<file path="src/rtl/irq3_pkg.sv">
package irq3_pkg;
  localparam int NSRC   = 3;
  localparam int ADDR_W = 2;

  // register offsets; the status bit order is decoded by software
  localparam logic [ADDR_W-1:0] OFS_MASK = 2'd2;
  localparam logic [ADDR_W-1:0] OFS_STAT = 2'd3;

  // status / mask bit positions
  localparam int BIT_EXT2  = 0;
  localparam int BIT_EXT1  = 1;
  localparam int BIT_TIMER = 2;

  typedef enum logic [1:0] {
    SRC_TIMER = 2'd0,
    SRC_EXT1  = 2'd1,
    SRC_EXT2  = 2'd2
  } src_e;
endpackage

</file>
<file path="src/rtl/irq3_src_in.sv">
module irq3_src_in #(
  parameter int SYNC_STAGES = 2
) (
  input  logic       clk,
  input  logic       rst,
  input  logic       ext1_i,
  input  logic       ext2_i,
  input  logic       timer_hit_i,
  input  logic       timer_ack_i,
  output logic [2:0] status_o
);
  import irq3_pkg::*;

  logic [1:0] ext_raw;
  logic [1:0] ext_sync;
  logic       timer_q;

  assign ext_raw = {ext1_i, ext2_i};

  for (genvar g = 0; g < 2; g++) begin : g_line
    if (SYNC_STAGES <= 1) begin : g_one
      logic st_q;
      always_ff @(posedge clk) begin
        if (rst) st_q <= 1'b0;
        else     st_q <= ext_raw[g];
      end
      assign ext_sync[g] = st_q;
    end else begin : g_chain
      logic [SYNC_STAGES-1:0] st_q;
      always_ff @(posedge clk) begin
        if (rst) st_q <= '0;
        else     st_q <= {st_q[SYNC_STAGES-2:0], ext_raw[g]};
      end
      assign ext_sync[g] = st_q[SYNC_STAGES-1];
    end
  end

  // sticky timer request: a hit wins over an acknowledge in the same clock
  always_ff @(posedge clk) begin
    if (rst)              timer_q <= 1'b0;
    else if (timer_hit_i) timer_q <= 1'b1;
    else if (timer_ack_i) timer_q <= 1'b0;
  end

  assign status_o[BIT_TIMER] = timer_q;
  assign status_o[BIT_EXT1]  = ext_sync[1];
  assign status_o[BIT_EXT2]  = ext_sync[0];

  AST_TIMER_ACK_CLEARS: assert property (@(posedge clk) disable iff (rst)
    (timer_ack_i && !timer_hit_i) |=> !timer_q);
  AST_TIMER_HIT_SETS: assert property (@(posedge clk) disable iff (rst)
    timer_hit_i |=> timer_q);
endmodule

</file>
<file path="src/rtl/irq3_regs.sv">
module irq3_regs #(
  parameter int DATA_W = 8
) (
  input  logic                       clk,
  input  logic                       rst,
  input  logic                       wr_en,
  input  logic [irq3_pkg::ADDR_W-1:0] addr,
  input  logic [DATA_W-1:0]          wr_data,
  input  logic [2:0]                 status_i,
  output logic [2:0]                 mask_o,
  output logic                       ack_o,
  output logic [DATA_W-1:0]          rd_data
);
  import irq3_pkg::*;

  logic [2:0]        mask_q;
  logic [DATA_W-1:0] rd_next;
  logic              unused_wr_hi;

  assign unused_wr_hi = ^wr_data[DATA_W-1:3];
  assign ack_o  = wr_en && (addr == OFS_STAT);
  assign mask_o = mask_q;

  always_ff @(posedge clk) begin
    if (rst)                           mask_q <= '0;
    else if (wr_en && addr == OFS_MASK) mask_q <= wr_data[2:0];
  end

  always_comb begin
    rd_next = '0;
    case (addr)
      OFS_MASK: rd_next[2:0] = mask_q;
      OFS_STAT: rd_next[2:0] = status_i;
      default:  rd_next      = '0;
    endcase
  end

  always_ff @(posedge clk) begin
    if (rst) rd_data <= '0;
    else     rd_data <= rd_next;
  end

  AST_MASK_LOAD: assert property (@(posedge clk) disable iff (rst)
    (wr_en && addr == OFS_MASK) |=> (mask_q == $past(wr_data[2:0])));
  AST_LOW_OFS_ZERO: assert property (@(posedge clk) disable iff (rst)
    (addr[1] == 1'b0) |=> (rd_data == '0));
  AST_STAT_UPPER_ZERO: assert property (@(posedge clk) disable iff (rst)
    (addr == OFS_STAT) |=> (rd_data[DATA_W-1:3] == '0));
endmodule

</file>
<file path="src/rtl/irq3_pick.sv">
module irq3_pick #(
  parameter int NSRC  = 3,
  localparam int IDX_W = (NSRC > 1) ? $clog2(NSRC) : 1
) (
  input  logic [NSRC-1:0]  req_i,   // index 0 is the highest priority
  output logic             any_o,
  output logic [IDX_W-1:0] idx_o
);
  always_comb begin
    idx_o = '0;
    for (int i = NSRC - 1; i >= 0; i--) begin
      if (req_i[i]) idx_o = IDX_W'(i);
    end
  end

  assign any_o = |req_i;
endmodule

</file>
<file path="src/rtl/irq3_ctrl.sv">
module irq3_ctrl #(
  parameter int DATA_W      = 8,
  parameter int SYNC_STAGES = 2
) (
  input  logic              clk,
  input  logic              rst,
  input  logic [1:0]        reg_addr,
  input  logic              wr_en,
  input  logic [DATA_W-1:0] wr_data,
  output logic [DATA_W-1:0] rd_data,
  input  logic              ext_irq1,
  input  logic              ext_irq2,
  input  logic              timer_hit,
  input  logic              cpu_irq_dis,
  input  logic              insn_end,
  output logic              take_irq,
  output logic [1:0]        take_src
);
  import irq3_pkg::*;

  logic [2:0]      status_w;
  logic [2:0]      mask_w;
  logic            ack_w;
  logic [2:0]      elig_w;
  logic [NSRC-1:0] prio_w;
  logic            any_w;
  logic [1:0]      pick_w;
  logic            armed_q;
  logic            take_now;

  irq3_src_in #(.SYNC_STAGES(SYNC_STAGES)) i_src (
    .clk(clk), .rst(rst), .ext1_i(ext_irq1), .ext2_i(ext_irq2),
    .timer_hit_i(timer_hit), .timer_ack_i(ack_w), .status_o(status_w)
  );

  irq3_regs #(.DATA_W(DATA_W)) i_regs (
    .clk(clk), .rst(rst), .wr_en(wr_en), .addr(reg_addr), .wr_data(wr_data),
    .status_i(status_w), .mask_o(mask_w), .ack_o(ack_w), .rd_data(rd_data)
  );

  assign elig_w = status_w & ~mask_w;

  // reorder status positions into priority order: index 0 = timer
  for (genvar g = 0; g < NSRC; g++) begin : g_prio
    assign prio_w[g] = elig_w[NSRC-1-g];
  end

  irq3_pick #(.NSRC(NSRC)) i_pick (
    .req_i(prio_w), .any_o(any_w), .idx_o(pick_w)
  );

  // armed: something was eligible at an earlier boundary and stayed so
  assign take_now = insn_end && armed_q && any_w && !cpu_irq_dis;

  always_ff @(posedge clk) begin
    if (rst)           armed_q <= 1'b0;
    else if (!any_w)   armed_q <= 1'b0;
    else if (insn_end) armed_q <= !take_now;
  end

  always_ff @(posedge clk) begin
    if (rst) begin
      take_irq <= 1'b0;
      take_src <= SRC_TIMER;
    end else begin
      take_irq <= take_now;
      if (take_now) take_src <= pick_w;
    end
  end

  AST_TAKE_AT_BOUNDARY: assert property (@(posedge clk) disable iff (rst)
    take_irq |-> $past(insn_end));
  AST_TAKE_ONE_SHOT: assert property (@(posedge clk) disable iff (rst)
    take_irq |=> !take_irq);
  AST_NO_TAKE_DISABLED: assert property (@(posedge clk) disable iff (rst)
    take_irq |-> !$past(cpu_irq_dis));
  AST_TIMER_FIRST: assert property (@(posedge clk) disable iff (rst)
    (take_irq && $past(elig_w[BIT_TIMER])) |-> (take_src == SRC_TIMER));
  AST_SRC_CODE_VALID: assert property (@(posedge clk) disable iff (rst)
    take_irq |-> (take_src != 2'd3));
  AST_TAKEN_WAS_ELIGIBLE: assert property (@(posedge clk) disable iff (rst)
    take_irq |-> ($past(elig_w) != 3'b000));
endmodule

</file>
<file path="config.mk">
export PLATFORM = sky130hd
export DESIGN_NAME = irq3_ctrl
export DESIGN_NICKNAME = d
export VERILOG_FILES = /design/src/rtl/irq3_pkg.sv /design/src/rtl/irq3_src_in.sv /design/src/rtl/irq3_regs.sv /design/src/rtl/irq3_pick.sv /design/src/rtl/irq3_ctrl.sv
export SDC_FILE = /design/constraint.sdc
export NUM_CORES = 1
export LEC_CHECK = 0
export BUFFER_PORTS_ARGS = -buffer_cell sky130_fd_sc_hd__buf_2
export CORE_MARGIN = 1
export CORE_UTILIZATION = 45
export DETAILED_ROUTE_END_ITERATION = 10
export GPL_ROUTABILITY_DRIVEN = 0
export GPL_TIMING_DRIVEN = 0
export PLACE_DENSITY = 0.83
export SLEW_MARGIN = 15
export SYNTH_ARGS = -nofsm -noshare
export SYNTH_HDL_FRONTEND = slang
export SYNTH_HIERARCHICAL = 1
export SYNTH_SLANG_ARGS = --single-unit
</file>
<file path="constraint.sdc">
create_clock -name clk -period 1.85 [get_ports clk]
set_input_delay 0.37 -clock clk [delete_from_list [all_inputs] [get_ports clk]]
set_output_delay 0.37 -clock clk [all_outputs]
set_load 0.02 [all_outputs]
</file>
==> results of run 1 <==
## layout make-up
type                            instances  area (µm²)
Buffer                                  9       71.32
Clock buffer                            4       26.28
Fill cell                             136       525.5
Inverter                                1       3.754
Multi-Input combinational cell         46       330.3
Sequential cell                        15       300.3
Tap cell                               15       18.77
Timing Repair Buffer                   18       90.09
## power groups by stage
stage	clock, mW	sequential, mW	combinational, mW
6_report	0.178	0.339	0.0822
5_1_grt	0.201	0.341	0.0923
4_1_cts	0.183	0.339	0.0825
3_5_place_dp	0	0.347	0.0824
3_3_place_gp	0	0.346	0.0800
2_1_floorplan	0	0.347	0.0563
## how the worst max path moves through the flow
stage	from	to	cells past startpoint
after floorplan	i_src/timer_q	take_irq	5
after global placement	i_src/timer_q	take_irq	5
after detailed placement	i_src/timer_q	take_irq	5
after CTS	i_src/timer_q	take_irq	5
after global routing	i_src/timer_q	take_irq	5
final	i_src/timer_q	take_irq	5
## synthesized netlist by cell type (2+ instances only)
| master | count | share of area (%) |
|---|---|---|
| dfxtp_1 | 15 | 43 |
| mux2i_1 | 8 | 12 |
| nor2b_1 | 8 | 7.2 |
| and3b_1 | 2 | 2.5 |
| buf_4 | 8 | 8.7 |
| nand2b_1 | 11 | 10 |
| nor2_1 | 4 | 2.2 |
## kinds of logic after synthesis
| logic type | Yosys count | share of synthesized area, % |
|---|---|---|
| multiplexers | 8 | 11.59 |
| AND/OR/NAND/NOR | 32 | 32.25 |
| flip-flops | 15 | 43.48 |
| other | 1 | 0.5430 |
| buffers and inverters | 10 | 10.87 |
| AO/OA/AOI/OAI | 1 | 1.268 |
## layer usage
layer  part of all wire (%)  wire [µm]
met5                      0          0
met4                      0          0
met3                    7.0         65
met2                     45        419
met1                     48        450
## sequential cells by signal, indices dropped and copies added, names as in the netlist
name / flops
i_src/g_line.g_chain.st_q: 4
i_regs/mask_o: 3
i_regs/rd_data: 3
take_src: 2
armed_q: 1
i_src/timer_q: 1
take_irq: 1
## critical path, cell delays in order (launching register included)
cell and delay, ns:
dfxtp_1 0.35, buf_4 0.14, nor2b_1 0.14, or3_1 0.37, and4b_4 0.21, and2b_1 0.15
==> results.md, run 1 <==
* Fin Clk Skew at 0.001901 ns
* Ys async rst share at 0%
* Number of flops mapped to enable cells by yosys at 0
* Post-synthesis instance total at 67
* Die X at 41.18 µm
* Initial antenna violation count at 0
* Syn_area_per_cell at a little over 10 µm²
* Final Core Density at 61.54%
* Worst vdd ir at between 0.0003 and 0.0004 V
* Layout Cell Area excl Fill at between 800 and 900 µm²
* Routed Antenna Nets at 0
* Avg Vias per Cell at 4.537
* Met2 GRT Util at 22.66%
* Worst Hold Launch: ext_irq2
* Synth-to-layout area growth at 21.74%
* Setup ws final at 0.3779 ns
* Hold path cells at 2
* Cell Area, Placed at roughly 810 µm²
* Required @ worst endpoint at a little over 2 ns
* Final Hold Viols at 0
* Most used DFF post-synth: dfxtp_1
* Number of library cell types mapped by synthesis at 18
* Worst Setup End Kind: flop
* Ant diodes at 0
* Crit Reg-Reg Endpoint: take_irq
* Clock Power Share at 29.8%
* Met3 Use GR at slightly below 5%
* HP Class: input pin to flop
* Synth Register Bits at 15
* Lkg Pwr at 0.4079 nW
* Drt first pass iters at 4
* Max-cap violation count at 0
* Status: finished, final reports clean
* Gate power share at 13.7%
* Max Fanout on Critical Path at 3
* Max clock buf depth at 2
* I/O pin count at 29
* Most common cell after layout, fill and taps aside: buf_2
* Sequential power share at 56.5%
* Commonest cells after routing, fill and taps aside: 18 x buf_2, 15 x dfxtp_1, 11 x nand2b_1
* Max Transition Viols Final at 0
* Largest net degree at the start of global routing at 19
* CTS HTree Levels at 1
* Global-route wire length before repair at 1559 µm
* Setup CP Type: flop to flop
* Worst Hold Path EP: i_src/g_line[0].g_chain.st_q[0]
* Drt wl/cell at 8.657 µm
* Grt peak-use layer: met2
* R2R setup slack at 0.38 ns
* Final setup TNS at 0 ns
* RR Startpoint: i_src/timer_q
* CTS Hold Bufs at 0
* Setup violators final at 0
* CTS sink cnt at 15
* Number of global-route vias before repair at 395
* Met1 Usage GRT at 17.59%
* Die Y at 41.18 µm
* Total wire length at between 900 and 1000 µm
* Placed Cells at 104
* FMAX at 0.6793 GHz
* Cell Area, Synth at 690.7 µm²
* Postcts setup bufs at 0
* Total CTS buffers at 3
* Register area share after synthesis at between 40% and 50%
* Worst Path Arrival at 1.64 ns
* Pre-CTS setup slack at 0.3888 ns
* CTS resizes at 0
* Worst-skew pair later-pin latency at 0.27 ns
* Die ar. at 1695 µm²
* Switching power at 0.1376 mW
* Post-DP HPWL at 752 µm
* P_int at 0.4619 mW
* Via Count at 490
* Synth warn at 6
* IO Port Bufs at 18
* Switch share at a little under a quarter
* Root Driver: clkbuf_4
* Core ar. at 1366 µm²
* DR iter-0 viols at 7
* RSZ-0062 raised after global routing: no
* CTS tree: built
* Row cnt at 13
* Layout cells sized above 1 at 37.63%
* Initial Util at 50.55%
* Post-layout min period at 1.472 ns
* Tcrit/Tclk final at 79.57%
* DRC viols at 0
* WHS at 0.3076 ns
* R2R cell count at 5
* Fin nets at ~110
* Non-filler instance count after layout at 108
* Startpoint Class: flop
* GRT overflow at 0
* Power per cell area at between 700 and 800 nW/µm²
* Overall power at ~0.60 mW
* GRT Total Usage at roughly 14%
* Clock slew at reported path FFs at 0.08 ns
(Power assumes the default switching activity.)
==> run 2: changes to the inputs <==
Clock period 1.85 ns to 1.4 ns, I/O delays scaled along.
==> results.md, run 2 (same netlist as run 1, synthesis figures left out) <==
* Die Y at 41.18 µm (unchanged)
* Max reg flops at 4 (unchanged)
* Max-cap violation count at 0 (unchanged)
* CTS sink cnt at 15 (unchanged)
* I/O pin count at 29 (unchanged)
* Most common cell after layout, fill and taps aside: buf_2
* Number of global-route vias before repair at 407 (+3.0%)
* Tcrit/Tclk final at 95.77% (+16 points)
* Ant diodes at 0 (unchanged)
* Max Transition Viols Final at 0 (unchanged)
* GRT overflow at 0 (unchanged)
* CTS tree: built
* Post-layout min period at 1.341 ns (-0.1313 ns)
* Total wire length at 965 µm (+3.2%)
* Worst vdd ir at 0.0005043 V (+34%)
* Clock slew at reported path FFs at 0.08 ns (about the same)
* HP Class: input pin to flop
* Total CTS buffers at 3 (unchanged)
* Biggest register: i_src/g_line.g_chain.st_q
* Global-route wire length before repair at 1607 µm (+3.1%)
* Required @ worst endpoint at 1.57 ns (-0.45 ns)
* Die X at 41.18 µm (unchanged)
* Worst Setup End Kind: flop
* Fin Clk Skew at 0.001571 ns (-0.0003301 ns)
* Number of fill cells at 132 (-2.9%)
* DRC viols at 0 (unchanged)
* Drt first pass iters at 3 (-1)
* Lkg Pwr at 0.4078 nW (about the same)
* WHS at 0.2173 ns (-0.09027 ns)
* RSZ-0062 raised after global routing: no
* Die ar. at 1695 µm² (unchanged)
* Synth-to-layout area growth at 23.73%
* Max clock buf depth at 2 (unchanged)
* Layout cells sized above 1 at 41.30% (+3.7 points)
* Seq. cell area at 301.5 µm² (+0.42%)
* Initial antenna violation count at 0 (unchanged)
* Status: finished, final reports clean
* CTS Hold Bufs at 0 (unchanged)
* Root Driver: clkbuf_4
* Startpoint Class: flop
* Initial Util at 50.55% (unchanged)
* GRT Total Usage at 14.86% (+0.67 points)
* IO Port Bufs at 18 (unchanged)
* Setup CP Type: flop to flop
* FMAX at 0.7458 GHz (+9.8%)
* Avg Vias per Cell at 4.505 (-0.71%)
* Setup violators final at 0 (unchanged)
* Worst Path Arrival at 1.51 ns (-0.13 ns)
* Via Count at 482 (-1.6%)
* Routed Antenna Nets at 0 (unchanged)
* Worst-skew pair later-pin latency at 0.27 ns (about the same)
* Footprint of the multi-input gates at 350.3 µm² (+6.1%)
* CTS HTree Levels at 1 (unchanged)
* Max Fanout on Critical Path at 3 (unchanged)
* Core ar. at 1366 µm² (unchanged)
* Overall power at 0.7970 mW (+33%)
* Power per cell area at 932.6 nW/µm² (+31%)
* Post-DP HPWL at 752 µm (unchanged)
* DR iter-0 viols at 4 (-3)
* Drt wl/cell at 9.019 µm (+4.2%)
* Largest net degree at the start of global routing at 19 (unchanged)
* Commonest cells after routing, fill and taps aside: 18 x buf_2, 14 x dfxtp_1, 11 x nand2b_1
* Row cnt at 13 (unchanged)
* Final setup TNS at 0 ns (unchanged)
* Final Hold Viols at 0 (unchanged)
* Fin nets at 111 (-0.89%)
## run 2: cell count changes in the layout (fill, tap and decap cells not counted), sizes merged
cell	previous run	this run
buf	27	26
## run 2: final timing paths
| kind | from | cells after the start | slack (ns) | endpoint |
|---|---|---|---|---|
| setup / recovery | i_src/g_line[0].g_chain.st_q[1] | 5 | 0.06 | take_irq |
| hold / removal | ext_irq2 | 2 | 0.22 | i_src/g_line[0].g_chain.st_q[0] |
| setup reg to reg | i_src/g_line[0].g_chain.st_q[1] | 5 | 0.06 | take_irq |
| hold reg to reg | i_src/g_line[0].g_chain.st_q[0] | 1 | 0.44 | i_src/g_line[0].g_chain.st_q[1] |
## run 2: repair_timing
action | in CTS | in global routing
gates resized for setup | 5 | 1
buffers inserted | 1 | 0
gates cloned | 0 | 0
pin swaps | 1 | 1
setup endpoints to repair | 3 | 1
## run 2: metrics by stage
| stage | area (µm²) | cells | setup slack [ns] | util (%) |
|---|---|---|---|---|
| floorplan | 705.7 | 71 | 0.02390 | - |
| global placement | 814.5 | 104 | -0.03217 | 59.62 |
| detailed placement | 814.5 | 104 | -0.06118 | 59.62 |
| CTS | 857.1 | 108 | 0.007236 | 62.73 |
| global route | 854.6 | 107 | 0.02202 | 62.55 |
| finish | 854.6 | 107 | 0.05920 | 62.55 |
## run 2: worst max-delay path, stage by stage (launching register included)
cell     delay (ns)
dfxtp_1        0.31
buf_4          0.12
nor2b_1        0.12
or3_4          0.32
and4b_4        0.21
and2b_1        0.15
## run 2: final cells by class
| cell class | count | area share (%) |
|---|---|---|
| clock buffer | 4 | 3.075 |
| tap | 15 | 2.196 |
| inverter | 1 | 0.4392 |
| multi-input combinational | 46 | 41.00 |
| timing repair buffer | 19 | 11.42 |
| buffer | 7 | 6.589 |
| sequential | 15 | 35.29 |
## run 2: metal layers
| metal | up-vias | track usage, % | wire [µm] |
|---|---|---|---|
| met2 | 16 | 26.17 | 454 |
| met1 | 212 | 16.61 | 452 |
| met3 | 0 | 4.891 | 58 |
| li1 | 254 | - | - |
| met4 | 0 | 4.839 | 0 |
| met5 | - | 0 | 0 |
## run 2: power breakdown
group	switching (mW)	internal, mW
Sequential	0.00827	0.441
Combinational	0.0492	0.0641
Clock	0.124	0.110
Total	0.182	0.615
